`src/rtl/sched_idx_pkg.sv`:
```
// Package: shared order encoding for the schedule-ordered index generator.
// Assumes: mode values are decoded only here; value 3 is reserved.
package sched_idx_pkg;
    typedef enum logic [1:0] {
        ORD_ROW  = 2'd0,
        ORD_COL  = 2'd1,
        ORD_WAVE = 2'd2,
        ORD_RSVD = 2'd3
    } order_e;
endpackage

```
`src/rtl/sched_idx_cfg.sv`:
```
// Module: run configuration holder. Captures the bounds and the order when a
// start is accepted and keeps them stable for the whole run.
// Assumes: load_i is already qualified with the stall condition.
module sched_idx_cfg #(
    parameter int IDX_W = 8
) (
    input  logic                      clk,
    input  logic                      rst_n,
    input  logic                      load_i,
    input  logic [IDX_W-1:0]          m_i,
    input  logic [IDX_W-1:0]          n_i,
    input  sched_idx_pkg::order_e     mode_i,
    output logic [IDX_W-1:0]          m_o,
    output logic [IDX_W-1:0]          n_o,
    output sched_idx_pkg::order_e     mode_o
);
    // Purpose: hold the bounds and the order of the current run.
    always_ff @(posedge clk) begin
        if (!rst_n) begin
            m_o    <= '0;
            n_o    <= '0;
            mode_o <= sched_idx_pkg::ORD_ROW;
        end else if (load_i) begin
            m_o    <= m_i;
            n_o    <= n_i;
            mode_o <= mode_i;
        end
    end
endmodule

```
`src/rtl/sched_idx_step.sv`:
```
// Module: combinational successor function. From the current pair it gives
// the next pair in the selected order and flags the final pair.
// Assumes: 1 <= i_i <= m_i and 1 <= j_i <= n_i; the caller ignores the
// successor of the final pair.
module sched_idx_step #(
    parameter int IDX_W = 8
) (
    input  sched_idx_pkg::order_e     mode_i,
    input  logic [IDX_W-1:0]          m_i,
    input  logic [IDX_W-1:0]          n_i,
    input  logic [IDX_W-1:0]          i_i,
    input  logic [IDX_W-1:0]          j_i,
    output logic [IDX_W-1:0]          i_o,
    output logic [IDX_W-1:0]          j_o,
    output logic                      last_o
);
    localparam int SUM_W = IDX_W + 1;

    logic [IDX_W-1:0] row_i, row_j, col_i, col_j, wav_i, wav_j;
    logic [SUM_W-1:0] diag_nx;
    logic [SUM_W-1:0] n_ext;

    // Purpose: the final pair is (M,N) in every order.
    assign last_o = (i_i == m_i) && (j_i == n_i);

    // Purpose: row order, with j fastest and a wrap to the next row.
    always_comb begin
        if (j_i < n_i) begin
            row_i = i_i;
            row_j = j_i + 1'b1;
        end else begin
            row_i = i_i + 1'b1;
            row_j = {{(IDX_W-1){1'b0}}, 1'b1};
        end
    end

    // Purpose: column order, with i fastest and a wrap to the next column.
    always_comb begin
        if (i_i < m_i) begin
            col_i = i_i + 1'b1;
            col_j = j_i;
        end else begin
            col_i = {{(IDX_W-1){1'b0}}, 1'b1};
            col_j = j_i + 1'b1;
        end
    end

    assign diag_nx = {1'b0, i_i} + {1'b0, j_i} + 1'b1;
    assign n_ext   = {1'b0, n_i};

    // Purpose: wavefront order. Move down the current diagonal, or jump
    // straight to the first in-range pair of the next diagonal.
    always_comb begin
        if ((i_i < m_i) && (j_i > 1)) begin
            wav_i = i_i + 1'b1;
            wav_j = j_i - 1'b1;
        end else if (diag_nx > n_ext) begin
            wav_i = IDX_W'(diag_nx - n_ext);
            wav_j = n_i;
        end else begin
            wav_i = {{(IDX_W-1){1'b0}}, 1'b1};
            wav_j = IDX_W'(diag_nx - 1'b1);
        end
    end

    // Purpose: pick the successor for the configured order.
    always_comb begin
        unique case (mode_i)
            sched_idx_pkg::ORD_COL:  begin i_o = col_i; j_o = col_j; end
            sched_idx_pkg::ORD_WAVE: begin i_o = wav_i; j_o = wav_j; end
            default:                 begin i_o = row_i; j_o = row_j; end
        endcase
    end
endmodule

```
`src/rtl/sched_idx_gen.sv`:
```
// Module: schedule-ordered 2-D iteration index generator (top). Issues one
// (i,j) pair per unstalled clock over 1..M by 1..N in row, column or
// wavefront order, and flags the final pair.
// Assumes: m_i and n_i are at least 1 when a start is accepted.
module sched_idx_gen #(
    parameter int IDX_W = 8
) (
    input  logic             clk,
    input  logic             rst_n,
    input  logic             start_i,
    input  logic             stall_i,
    input  logic [1:0]       mode_i,
    input  logic [IDX_W-1:0] m_i,
    input  logic [IDX_W-1:0] n_i,
    output logic             valid_o,
    output logic [IDX_W-1:0] i_o,
    output logic [IDX_W-1:0] j_o,
    output logic             done_o
);
    import sched_idx_pkg::*;

    logic             load;
    logic [IDX_W-1:0] m_q, n_q;
    order_e           mode_q;
    logic [IDX_W-1:0] i_q, j_q, i_nx, j_nx;
    logic             valid_q, last;

    assign load = start_i && !stall_i;

    sched_idx_cfg #(.IDX_W(IDX_W)) cfg_i (
        .clk    (clk),
        .rst_n  (rst_n),
        .load_i (load),
        .m_i    (m_i),
        .n_i    (n_i),
        .mode_i (order_e'(mode_i)),
        .m_o    (m_q),
        .n_o    (n_q),
        .mode_o (mode_q)
    );

    sched_idx_step #(.IDX_W(IDX_W)) step_i (
        .mode_i (mode_q),
        .m_i    (m_q),
        .n_i    (n_q),
        .i_i    (i_q),
        .j_i    (j_q),
        .i_o    (i_nx),
        .j_o    (j_nx),
        .last_o (last)
    );

    // Purpose: current pair and valid flag; stall freezes, start restarts.
    always_ff @(posedge clk) begin
        if (!rst_n) begin
            valid_q <= 1'b0;
            i_q     <= '0;
            j_q     <= '0;
        end else if (!stall_i) begin
            if (start_i) begin
                valid_q <= 1'b1;
                i_q     <= {{(IDX_W-1){1'b0}}, 1'b1};
                j_q     <= {{(IDX_W-1){1'b0}}, 1'b1};
            end else if (valid_q) begin
                if (last) begin
                    valid_q <= 1'b0;
                end else begin
                    i_q <= i_nx;
                    j_q <= j_nx;
                end
            end
        end
    end

    assign valid_o = valid_q;
    assign i_o     = i_q;
    assign j_o     = j_q;
    assign done_o  = valid_q && last;
endmodule

```
`config.mk`:
```
export PLATFORM = sky130hd
export DESIGN_NAME = sched_idx_gen
export DESIGN_NICKNAME = d
export VERILOG_FILES = /design/src/rtl/sched_idx_pkg.sv /design/src/rtl/sched_idx_cfg.sv /design/src/rtl/sched_idx_step.sv /design/src/rtl/sched_idx_gen.sv
export SDC_FILE = /design/constraint.sdc
export NUM_CORES = 1
export LEC_CHECK = 0
export ABC_CLOCK_PERIOD_IN_PS = 9130
export BUFFER_PORTS_ARGS = -buffer_cell sky130_fd_sc_hd__buf_2
export CORE_MARGIN = 3
export CORE_UTILIZATION = 45
export CTS_CLUSTER_DIAMETER = 40
export CTS_CLUSTER_SIZE = 14
export DETAILED_ROUTE_END_ITERATION = 10
export PLACE_DENSITY = 0.69
export REMOVE_ABC_BUFFERS = 1
export SLEW_MARGIN = 25
export SYNTH_ARGS = -nofsm -noshare
export SYNTH_HDL_FRONTEND = slang
export SYNTH_HIERARCHICAL = 1
export SYNTH_SLANG_ARGS = --single-unit
```
`constraint.sdc`:
```
create_clock -name clk -period 9.13 [get_ports clk]
set_input_delay 1.3695 -clock clk [delete_from_list [all_inputs] [get_ports clk]]
set_output_delay 1.3695 -clock clk [all_outputs]
set_load 0.02 [all_outputs]
```
---- Word-level counts from Yosys, hierarchy flattened ----
Cells that the tools add are included.
storage, ports and cells
  input port bits ......................... 22
  register bits after elaboration ......... 35
  output and inout port bits .............. 18
  logic and storage cells ................. 52
operators by class
  muxes and demuxes ....................... 19
  reductions and logical operators ........ 8
  $add $sub $neg .......................... 7
  magnitude comparators ................... 4
  bitwise operators ....................... 1
  eq/ne operators ......................... 7
operators by type and width
  cell                   number
  $mux W8                14
  $pmux W8 S2            2
  $add A8 B1 Y8 const B  2
  $eq A8 B8 Y1           2
  $lt A8 B8 Y1           2
  $sub A8 B1 Y8 const B  2
  $add A8 B8 Y9          1
  $add A9 B1 Y9 const B  1
  $gt A9 B8 Y1           1
  $gt A8 B1 Y1 const B   1
  $reduce_and A4 Y1      2
  $sub A8 B8 Y8          1
  $logic_and A1 B1 Y1    4
  $ne A4 B4 Y1 const B   1
  $mux W1                3
  $ne A3 B3 Y1 const B   1
  $eq A2 B1 Y1 const B   1
  $eq A2 B2 Y1 const B   1
  $ne A2 B2 Y1 const B   1
  $reduce_bool A2 Y1     1
  $logic_not A1 Y1       1
  $not A1 Y1             1

---- Longest topological paths before layout ----
Gate-level depths: netlist (run 1).
  depth after elaboration ................. 9
  mapped depth ............................ 17

---- Cells and area by module ----
Netlist (run 1), hierarchy kept.
modules (own cells, without submodules)
  module          cells an instance  area each (um^2)  times used  sequential area each (um^2)
  sched_idx_step  281                2069.5            1           0.0
  sched_idx_cfg   57                 688.2             1           360.3
  sched_idx_gen   48                 613.1             1           340.3

---- Least setup slack after synthesis (run 1) ----
No wires, ideal clock.
  kind .................................... flip-flop to flip-flop
  start ................................... register j_q[0] (netlist: j_o[0])
  end ..................................... register j_q[0] (netlist: j_o[0])
  stages on the path, launching flop included .. 17
  slack ................................... 5.198 ns
  data arrival time ....................... 3.813 ns
  path buffers ............................ 0
  library setup time ...................... 0.119 ns
  data required time ...................... 9.011 ns
  cells stage by stage .................... dfxtp_1 > inv_1 > ha_1 > fa_1 > nand2b_1 > a21oi_2 > a311oi_2 > xnor2_1 > ha_1 > a21o_1 > nand2b_1 > a21oi_1 > o31ai_2 > mux2_2 > o21ai_1 > a22oi_1 > o221a_2
between the ends
  cells in the longest elaborated chain, start to end .. 9
  elaborated cells between the ends (all ways) .. 21
ends and longest elaborated chain
  item                                                  RTL line                                    RTL
  start, declared                                       sched_idx_gen.sv:25                         logic [IDX_W-1:0] i_q, j_q, i_nx, j_nx;
  start signal, assigned                                sched_idx_gen.sv:63                         j_q <= {{(IDX_W-1){1'b0}}, 1'b1};
  start signal, assigned                                sched_idx_gen.sv:69                         j_q <= j_nx;
  $add A8 B8 Y9                                         sched_idx_step.sv:48                        assign diag_nx = {1'b0, i_i} + {1'b0, j_i} + 1'b1;
  $add A9 B1 Y9                                         sched_idx_step.sv:48
  $sub A8 B1 Y8 / $gt A9 B8 Y1 (equally long branches)  sched_idx_step.sv:62, sched_idx_step.sv:57
  $mux W8                                               sched_idx_step.sv:57                        end else if (diag_nx > n_ext) begin
  $mux W8                                               sched_idx_step.sv:54                        if ((i_i < m_i) && (j_i > 1)) begin
  $pmux W8 S2 *                                         sched_idx_step.sv:68                        unique case (mode_i)
  via j_nx[0]                                           sched_idx_gen.sv:25
  $mux W8 *                                             sched_idx_gen.sv:65                         if (last) begin
  $mux W8 *                                             sched_idx_gen.sv:64                         end else if (valid_q) begin
  $mux W8 *                                             sched_idx_gen.sv:60                         if (start_i) begin
Mark *: on every way through the listed nets, which the timed path passes. The rest lies on a longest branch. The select of a mux whose other input is x is not followed.
A chain may end at the register's enable or synchronous reset.

---- Worst setup path after layout (run 1) ----
Same ends and word-level chain as after synthesis.

==> results of run 1 <==
worst paths after layout:
check,cells after the start,to
max,16,j_o[0]
min,2,cfg_i/n_o[2]
max reg2reg,16,j_o[0]
min reg2reg,2,cfg_i/n_o[2]
per-stage QoR:
step	hold slack [ps]	area (sq um)	std cells
3_5_place_dp	503	3600	510
4_1_cts	526	3680	518
5_1_grt	568	3680	518
6_report	523	3680	518
3_3_place_gp	497	3600	510
2_1_floorplan	483	3280	375
synthesized netlist by cell type, types with 4 or more instances:
cell type  count
a21o_1         8
a21oi_1       32
a22o_1         6
a22o_2        10
and3_1         9
dfxtp_1       35
ha_1          39
inv_1         26
mux2i_1       21
nand2_1       20
nand2b_1       7
nand3_1        5
nand4_1        5
nor2_1        19
nor2b_1       25
o21ai_0       11
o21ai_1        4
o22ai_1        5
xnor2_1       12
xor2_1        18
power groups by stage:
stage	logic [W]	clock network [W]	registers (W)
after detailed placement	0.000133	0	0.000167
final	0.000137	0.000117	0.000163
after CTS	0.000134	0.000117	0.000163
after global placement	0.000132	0	0.000167
after floorplan	0.0000975	0	0.000167
after global routing	0.000148	0.000123	0.000164
final cells by class:
class | count | area, sq um | area share
tap | 96 | 120 | 0.0326
sequential | 35 | 701 | 0.190
clock buffer | 6 | 72.6 | 0.0197
inverter | 26 | 97.6 | 0.0265
multi-input combinational | 314 | 2480 | 0.674
clock inverter | 2 | 12.5 | 0.00340
timing repair buffer | 39 | 195 | 0.0530
per-layer routing:
metal  GRT usage  vias to the layer above
met2       0.343                      125
met4      0.0606                        0
met1       0.309                     1427
met3      0.0276                       15
met5           0                        -
li1            -                     1484
registers in the layout, indices dropped and copies added, names as in the netlist:
signal and flops:
cfg_i/n_o 8, cfg_i/m_o 8, cfg_i/mode_o 2, i_o 8
valid_o 1, j_o 8
kinds of logic (layout without fill, tap and decap cells):
group,count (synthesis),after routing,share of synthesized area
fa+ha+maj,41,41,0.157
simple gates,110,110,0.184
compound gates,110,110,0.248
xor+xnor,30,30,0.0780
buf+inv,37,73,0.0557
flops,35,35,0.208
mux,23,23,0.0690
worst max-delay path: stages, from the launching register on:
cell	delay [ps]
dfxtp_1	550
inv_1	170
ha_1	240
fa_1	410
nand2b_1	180
a21oi_2	180
a311oi_2	150
xnor2_1	360
ha_1	260
a21o_1	180
nand2b_1	120
a21oi_1	80
o31ai_2	860
mux2_2	420
o21ai_1	120
a22oi_1	80
o221a_2	310
==> results by group, run 1 <==
Hold path
  – Hold WC Path Type: reg2reg
  – Hold Path Origin: cfg_i/n_o[2]

Place
  – Routability cong.: 0.955
  – Place WS: roughly 4500 ps
  – I/O Buffers: 39
  – DP HPWL: 6890 um

Clock network
  – Post-CTS Resized: 0
  – Clock slew at reported path FFs: roughly 80 ps
  – Root buf cell: clkbuf_8
  – Number of H-tree levels: 2
  – Bufs on Longest Clock Path: 2
  – CTS buffer count: 5
  – Clk Latency, worst-skew pair: 300 ps
  – Post-CTS Hold Fix Bufs: 0
  – CTS tree: built
  – Clock sink total: 35
  – Setup Buffers After CTS: 0

Drt
  – Final ANT Viol Nets: 0
  – Total wire length: a little over 9000 um
  – Highest metal used: met4
  – M1 WL: ~4300 um
  – Drt pass-1 iters: 5
  – Drt via density: approximately 5.9
  – DR vias: 3,051
  – DRT iter0 DRCs: 292
  – Routed len/inst: ~18 um
  – Met2 routed WL: between 4000 and 5000 um
  – Residual DRC: 0
  – Metal3 WL: approximately 580 um

Worst setup path
  – Critical Path AT: between 4000 and 5000 ps
  – FF-to-FF Start: j_o[0]
  – R2R setup slack: between 4000 and 5000 ps
  – Max FO, Critical Path: 12
  – Element type at the critical path start: flip-flop
  – CP startpoint: j_o[0]
  – Worst endpoint required time: around 9300 ps
  – Critical path class: reg2reg
  – Critical Path Sink Type: flip-flop

Logic synthesis
  – Cell taking the most area after synthesis: dfxtp_1
  – Post-synthesis cell type count: 68
  – Cell area after synthesis: about 3400 sq um
  – Main synth FF type: dfxtp_1
  – Share of async-settable or async-resettable flops after synthesis: 0
  – Synth top area share: 0.208
  – Post-synth EDFFs: 0
  – Synthesized instance count: 386
  – Most area-consuming cells after synthesis: dfxtp_1 (21%), ha_1 (14%), mux2i_1 (6.2%)
  – Register bit total from synthesis: 35
  – Synth Warn #: 6
  – Avg Inst Size Synth: ~8.7 sq um
  – Sequential fraction of the synthesis area: 0.208

Timing
  – Setup TNS: 0 ps
  – RSZ-0062 raised after global routing: false
  – Final hold vios: 0
  – Final Max Slew Viols: 0
  – Final worst path period need: between 4000 and 5000 ps
  – Worst Clk Skew: ~11 ps
  – Tcrit/Tclk final: 0.521
  – Worst Tran Pin Value: roughly 1000 ps
  – # setup viols final: 0
  – Achievable frequency: roughly 0.21 GHz
  – PnR worst setup slack: about 4400 ps
  – Max_slew headroom: 0.329

Pwr
  – Final Power: 0.000417 W
  – P_int: 0.000267 W
  – Clock power frac: 0.280
  – Net Sw Frac: 0.360
  – P_leak: between 1.5 and 2 nW
  – Worst VDD drop: 0.0749 mV
  – Flop pwr share: 0.392
  – Pwr per Cell Area: 113 nW/um^2
  – Comb pwr share: 0.328
  – Net Sw Power: between 0.00015 and 0.0002 W

Global routing
  – First-pass GRT wire length: roughly 15,000 um
  – Total track usage: 0.217
  – Largest net degree at the start of global routing: 24
  – Vias in the first global route: around 2,800
  – Gr ovfl total: 0
  – Initial antenna violation count: 0

Die
  – Io pins: 40
  – Core area: 7020 sq um
  – DIE HEIGHT: roughly 90 um
  – Die area: between 8000 and 9000 sq um
  – Initial core utilization: 0.480
  – Chip Width: 92.5 um
  – Placement row count: 30

Final layout
  – Final core utilization: 0.525
  – Share of layout cells above drive strength 1: 0.187
  – Area grow syn2layout: 9.24%
  – Layout Nets: 484
  – # diodes: 0
  – Most frequent cells in the layout: buf_2 (39), ha_1 (39), dfxtp_1 (35)
  – Fillers: approximately 680

Outcome
  – Status: finished clean

Run
  – Max cap viols: 0
Power figures use the tool's default switching activity.
==> run 2: changes to the inputs <==
--- a/config.mk
+++ b/config.mk
@@ -5,14 +5,15 @@
 export SDC_FILE = /design/constraint.sdc
 export NUM_CORES = 1
 export LEC_CHECK = 0
-export ABC_CLOCK_PERIOD_IN_PS = 9130
+export ABC_AREA = 1
+export ABC_CLOCK_PERIOD_IN_PS = 4100
 export BUFFER_PORTS_ARGS = -buffer_cell sky130_fd_sc_hd__buf_2
 export CORE_MARGIN = 3
 export CORE_UTILIZATION = 45
 export CTS_CLUSTER_DIAMETER = 40
 export CTS_CLUSTER_SIZE = 14
 export DETAILED_ROUTE_END_ITERATION = 10
-export PLACE_DENSITY = 0.69
+export PLACE_DENSITY = 0.71
 export REMOVE_ABC_BUFFERS = 1
 export SLEW_MARGIN = 25
 export SYNTH_ARGS = -nofsm -noshare
==> constraint.sdc (replaced) <==
create_clock -name clk -period 4.1 [get_ports clk]
set_input_delay 0.615 -clock clk [delete_from_list [all_inputs] [get_ports clk]]
set_output_delay 0.615 -clock clk [all_outputs]
set_load 0.02 [all_outputs]
==> results by group, run 2 <==
Clock network
  – Bufs on Longest Clock Path: 2
  – CTS buffer count: 5
  – Clk Latency, worst-skew pair: roughly 300 ps
  – Clock sink total: 35
  – CTS tree: built
  – Number of H-tree levels: 2
  – Clock slew at reported path FFs: roughly 90 ps
  – Root buf cell: clkbuf_8

Place
  – Placed Cells: roughly 800
  – Routability cong.: approximately 0.96
  – I/O Buffers: 39
  – DP HPWL: roughly 9100 um

Timing
  – Achievable frequency: about 0.27 GHz
  – Tcrit/Tclk final: 0.901
  – Setup TNS: 0 ps
  – WHS: roughly 470 ps
  – Final Max Slew Viols: 0
  – Worst Clk Skew: between 10 and 15 ps
  – Final hold vios: 0
  – # setup viols final: 0
  – RSZ-0062 raised after global routing: false
  – Worst Tran Pin Value: 772 ps
  – Max_slew headroom: 0.481
  – Final worst path period need: approximately 3700 ps

Logic synthesis
  – Share of async-settable or async-resettable flops after synthesis: 0
  – Sequential fraction of the synthesis area: 0.171
  – Main synth FF type: dfxtp_1
  – Most area-consuming cells after synthesis: dfxtp_1 (17%), nand2_1 (15%), ha_1 (12%)
  – Synth Warn #: 6
  – Synth cell count leaders: nand2_1 (162), inv_1 (87), nor2_1 (79)
  – Post-synth EDFFs: 0
  – Avg Inst Size Synth: 6.39 sq um
  – Register bit total from synthesis: 35
  – Count leader, synth: nand2_1
  – Xor/xnor share of the synthesized area: 0.0513
  – Post-synthesis cell type count: between 40 and 50
  – Complex-gate fraction of the synthesized area: 0.114
  – Multiplexer share of the synthesized area: 0
  – Synth top area share: 0.171
  – Post-Synth Simple-Gate Area: 0.406
  – Largest family of logic cells by synthesized area: simple AND/OR/NAND/NOR gates
  – Cell area after synthesis: ~4000 sq um
  – Post-synthesis adder-cell area fraction: 0.129
  – Synthesized instance count: between 600 and 700
  – Cell taking the most area after synthesis: dfxtp_1

Final layout
  – Final cell count without fillers: just under 800
  – Layout Nets: 740
  – Most common cell after layout, fill and taps aside: nand2_1
  – Most frequent cells in the layout: nand2_1 (162), inv_1 (87), nor2_1 (79)
  – Area grow syn2layout: 8.52%
  – # diodes: 0
  – Share of layout cells above drive strength 1: 0.174

Die
  – DIE HEIGHT: between 100 and 150 um
  – Io pins: 40
  – Initial core utilization: 0.465
  – Placement row count: 34
  – Chip Width: 101 um
  – Die area: 10,300 sq um
  – Core area: between 8000 and 9000 sq um

Global routing
  – Total track usage: 0.227
  – Largest net degree at the start of global routing: 39
  – Initial antenna violation count: 0
  – First-pass GRT wire length: roughly 19,000 um
  – Gr ovfl total: 0
  – Vias in the first global route: ~4,000

Drt
  – Final ANT Viol Nets: 0
  – DR vias: 4,210
  – Drt pass-1 iters: 5
  – Routed len/inst: 14.5 um
  – DRT iter0 DRCs: 316
  – Residual DRC: 0
  – Drt via density: 5.36
  – Total wire length: between 10,000 and 15,000 um

Worst setup path
  – Worst endpoint required time: 4320 ps
  – Max FO, Critical Path: 11
  – Most frequent CP cell: nand2_1
  – FF-to-FF End: j_o[7]
  – CP max stage cell: dfxtp_2
  – Element type at the critical path start: flip-flop
  – Critical path class: reg2reg
  – Reg2Reg Depth: 25
  – FF-to-FF Start: j_o[0]
  – Crit path capture: j_o[7]
  – R2R setup slack: 410 ps
  – Critical Path Sink Type: flip-flop
  – CP startpoint: j_o[0]
  – Critical Path AT: ~4000 ps
  – Slowest stage delay, CP: about 430 ps

Run
  – Max cap viols: 0

Outcome
  – Status: finished clean

Pwr
  – P_int: approximately 0.00066 W
  – Clock power frac: 0.269
  – Worst VDD drop: 0.203 mV
  – Pwr per Cell Area: about 250 nW/um^2
  – Comb pwr share: 0.395
  – Net Sw Power: around 0.00045 W
  – Flop pwr share: 0.336
  – Net Sw Frac: 0.406
  – P_leak: 2.30 nW

Hold path
  – Hold WC Path Type: reg2reg
[run 2: changes by cell type after synthesis, moves of 10 or more]
cell,delta
nand3_1,+40
mux2i_1,-21
nor2_1,+60
a22o_2,-10
nand3_2,+12
nand4_1,+16
nor2b_1,-25
inv_1,+61
nand2_1,+142
[run 2: power by group through the flow]
stage | combinational (W) | sequential [W] | clock, W
after floorplan | 0.000307 | 0.000380 | 0
after global placement | 0.000416 | 0.000378 | 0
after detailed placement | 0.000421 | 0.000378 | 0
after CTS | 0.000423 | 0.000370 | 0.000305
after global routing | 0.000485 | 0.000373 | 0.000313
final | 0.000435 | 0.000370 | 0.000297
[run 2: critical path, delay by kind of cell, from the launching register on]
family	cells	cell delay (ps)
compound gates	1	150
buf+inv	5	560
fa+ha+maj	3	950
flops	1	430
simple gates	16	1540
[run 2: kinds of logic after synthesis]
group | Yosys count
AOI/OAI and AO/OA | 74
and+or+nand+nor | 353
DFF | 35
buffers and inverters | 114
xor gates and xnor gates | 24
adders and majority gates | 41
[run 2: layer usage]
| layer | global-route usage | wire length [um] |
|---|---|---|
| met1 | 0.302 | 5160 |
| met2 | 0.377 | 5240 |
| met3 | 0.0406 | 739 |
| met4 | 0.0675 | 274 |
| met5 | 0 | 0 |
[run 2: layout make-up]
class	count	area (sq um)
clock buffers	7	96.3
clock inverters	1	7.51
fillers	912	4360
inverters	94	360
multi-input cells	492	2880
flip-flops and latches	35	702
well taps	108	135
repair buffers	49	270
[run 2: stage by stage]
stage	instance area (sq um)	setup WS (ps)	total power, W	util
after global routing	4450	78.1	0.00117	0.505
final	4450	407	0.00110	0.505
after detailed placement	4330	273	0.000799	0.491
after global placement	4330	391	0.000794	0.491
after floorplan	3930	559	0.000687	-
after CTS	4430	238	0.00110	0.503
[run 2: worst min-delay path by stage]
| stage | start | to | slack [ps] | depth (start not counted) |
|---|---|---|---|---|
| final | cfg_i/m_o[2] | cfg_i/m_o[2] | 470 | 2 |
| after floorplan | cfg_i/m_o[1] | cfg_i/m_o[1] | 450 | 2 |
| after global placement | cfg_i/m_o[3] | cfg_i/m_o[3] | 460 | 2 |
| after global routing | cfg_i/m_o[2] | cfg_i/m_o[2] | 490 | 2 |
| after CTS | cfg_i/m_o[2] | cfg_i/m_o[2] | 470 | 2 |
| after detailed placement | cfg_i/m_o[2] | cfg_i/m_o[2] | 460 | 2 |
[run 2: timing repair]
action | 4_1_cts | 5_1_grt
setup buffers | 0 | 1
hold buffers | 0 | 0
resized for setup | 0 | 2
endpoints found under the setup margin | 0 | 13
==> run 3: changes to the inputs <==
--- a/config.mk
+++ b/config.mk
@@ -13,6 +13,7 @@
 export CTS_CLUSTER_DIAMETER = 40
 export CTS_CLUSTER_SIZE = 14
 export DETAILED_ROUTE_END_ITERATION = 10
+export MAX_ROUTING_LAYER = met4
 export PLACE_DENSITY = 0.71
 export REMOVE_ABC_BUFFERS = 1
 export SLEW_MARGIN = 25
==> results by group, run 3 (synthesis gave the netlist of run 2 again) <==
Clock network
  – Bufs on Longest Clock Path: 2
  – CTS buffer count: 5
  – CTS tree: built
  – Number of H-tree levels: 2
  – Root buf cell: clkbuf_8
  – Clock slew at reported path FFs: ~80 ps
  – Clock sink total: 35
  – Clk Latency, worst-skew pair: 300 ps

Worst setup path
  – Most frequent CP cell: nand2_1
  – Element type at the critical path start: flip-flop
  – Slowest stage delay, CP: about 430 ps
  – CP max stage cell: dfxtp_2
  – Max FO, Critical Path: 9
  – Critical Path AT: approximately 3900 ps
  – Critical Path Sink Type: flip-flop
  – Critical path class: reg2reg
  – Worst endpoint required time: roughly 4300 ps
  – CP delay by family, top: simple AND/OR/NAND/NOR gates
  – R2R setup slack: 380 ps
  – FF-to-FF Start: j_o[0]
  – Bufs and invs on worst path: 5
  – Reg2Reg Depth: 24
  – Worst-path cell chain: inv_1, ha_1, fa_1, inv_1, nand2_1, nand2_1, nand3_1, nand2_1, nand2_1, nand2_1, inv_1, ha_1, inv_1, nor3_1, nand4_2, nand2_8, buf_4, nand3b_2, o211ai_2, nand2_1, nand2_1, nand2_1, nand4_1, a21oi_1
  – FF-to-FF End: j_o[5]

Timing
  – Achievable frequency: about 0.27 GHz
  – # setup viols final: 0
  – Max_slew headroom: 0.480
  – Final Max Slew Viols: 0
  – Final worst path period need: between 3000 and 4000 ps
  – Tcrit/Tclk final: 0.908
  – Worst Clk Skew: 10.7 ps
  – RSZ-0062 raised after global routing: false
  – Final hold vios: 0
  – Setup TNS: 0 ps
  – Worst Tran Pin Value: slightly below 800 ps

Hold path
  – Min-Delay Path Depth: 2
  – Hold Path Origin: cfg_i/m_o[3]
  – Hold Path Sink: cfg_i/m_o[3]
  – Hold WC Path Type: reg2reg

Drt
  – Residual DRC: 0
  – Total wire length: 11,500 um
  – Final ANT Viol Nets: 0
  – DRT iter0 DRCs: 342
  – DR vias: between 4,000 and 5,000
  – Routed len/inst: 14.6 um
  – Drt pass-1 iters: 6
  – Drt via density: about 5.3

Final layout
  – Layout Nets: between 700 and 800
  – # diodes: 0
  – Fillers: between 900 and 1,000
  – Area grow syn2layout: 8.24%
  – Storage element area: 702 sq um
  – Share of layout cells above drive strength 1: 0.174
  – Multi-input gate area: roughly 2900 sq um
  – Post-route design area: about 4400 sq um
  – Most frequent cells in the layout: nand2_1 (162), inv_1 (87), nor2_1 (79)
  – Final cell count without fillers: slightly below 800
  – Most common cell after layout, fill and taps aside: nand2_1

Run
  – Max cap viols: 0

Global routing
  – First-pass GRT wire length: between 15,000 and 20,000 um
  – Total track usage: 0.234
  – Largest net degree at the start of global routing: 39
  – Gr ovfl total: 0
  – Initial antenna violation count: 0
  – Vias in the first global route: approximately 3,900

Place
  – I/O Buffers: 39
  – Routability cong.: approximately 1
  – Placed Cells: 777
  – DP Area: approximately 4300 sq um
  – DP HPWL: 9020 um

Die
  – Die area: about 10,000 sq um
  – Placement row count: 34
  – Chip Width: slightly above 100 um
  – Core area: 8810 sq um
  – Io pins: 40
  – Initial core utilization: 0.465
  – DIE HEIGHT: ~100 um

Pwr
  – P_leak: between 2 and 2.5 nW
  – Worst VDD drop: approximately 0.13 mV
  – Pwr per Cell Area: 241 nW/um^2

Outcome
  – Status: finished clean
[run 3: cell types whose count changed in the layout (fill, tap and decap cells not counted)]
| cell | change |
|---|---|
| clkbuf_1 | +1 |
| buf_4 | +1 |
| clkbuf_8 | -2 |
| clkinv_2 | +1 |
[run 3: layout make-up]
| cell class | instances | share of cell area |
|---|---|---|
| Inverter | 94 | 0.0812 |
| Sequential cell | 35 | 0.158 |
| Clock inverter | 2 | 0.00282 |
| Tap cell | 108 | 0.0305 |
| Clock buffer | 6 | 0.0164 |
| Timing Repair Buffer | 50 | 0.0626 |
| Multi-Input combinational cell | 492 | 0.648 |
[run 3: worst max path at each step]
stage | start | to | slack (ps) | depth (start not counted)
floorplan | j_o[0] | j_o[1] | 560 | 24
global placement | j_o[0] | j_o[3] | 390 | 24
detailed placement | j_o[0] | j_o[3] | 240 | 24
CTS | j_o[0] | j_o[3] | 210 | 24
global route | j_o[0] | j_o[3] | 0.2 | 24
finish | j_o[0] | j_o[5] | 380 | 24
[run 3: worst register-to-register path: cells and delay by family, from the launching register on]
kind | cells | cell delay, ps
AND/OR/NAND/NOR | 14 | 1570
adder cells (fa/ha/maj) | 3 | 940
flip-flops | 1 | 430
AO/OA/AOI/OAI | 2 | 150
buffers and inverters | 5 | 520
[run 3: layer usage]
metal / vias up / GRT usage / part of all wire
li1: 2129 / - / -
met1: 1902 / 0.300 / 0.45
met2: 156 / 0.377 / 0.47
met3: 21 / 0.0358 / 0.060
met4: 0 / 0.0777 / 0.023
met5: - / - / 0
[run 3: metrics by stage]
stage | power (W) | util | hold slack [ps] | worst slack (ps)
6_report | 0.00107 | 0.504 | 469 | 377
3_3_place_gp | 0.000796 | 0.491 | 459 | 393
5_1_grt | 0.00114 | 0.504 | 486 | 0.195
3_5_place_dp | 0.000798 | 0.491 | 462 | 240
4_1_cts | 0.00106 | 0.501 | 473 | 209
2_1_floorplan | 0.000687 | - | 449 | 559
[run 3: timing repair]
item	4_1_cts	5_1_grt
gates resized for setup	0	2
setup endpoints to repair	0	16
hold buffers	0	0
buffers inserted	0	2
[run 3: where the power goes]
| group | internal, W | switching (W) | total [W] |
|---|---|---|---|
| Combinational | 0.000152 | 0.000291 | 0.000443 |
| Sequential | 0.000355 | 0.0000154 | 0.000371 |
| Clock | 0.000119 | 0.000137 | 0.000256 |
| Total | 0.000627 | 0.000443 | 0.00107 |
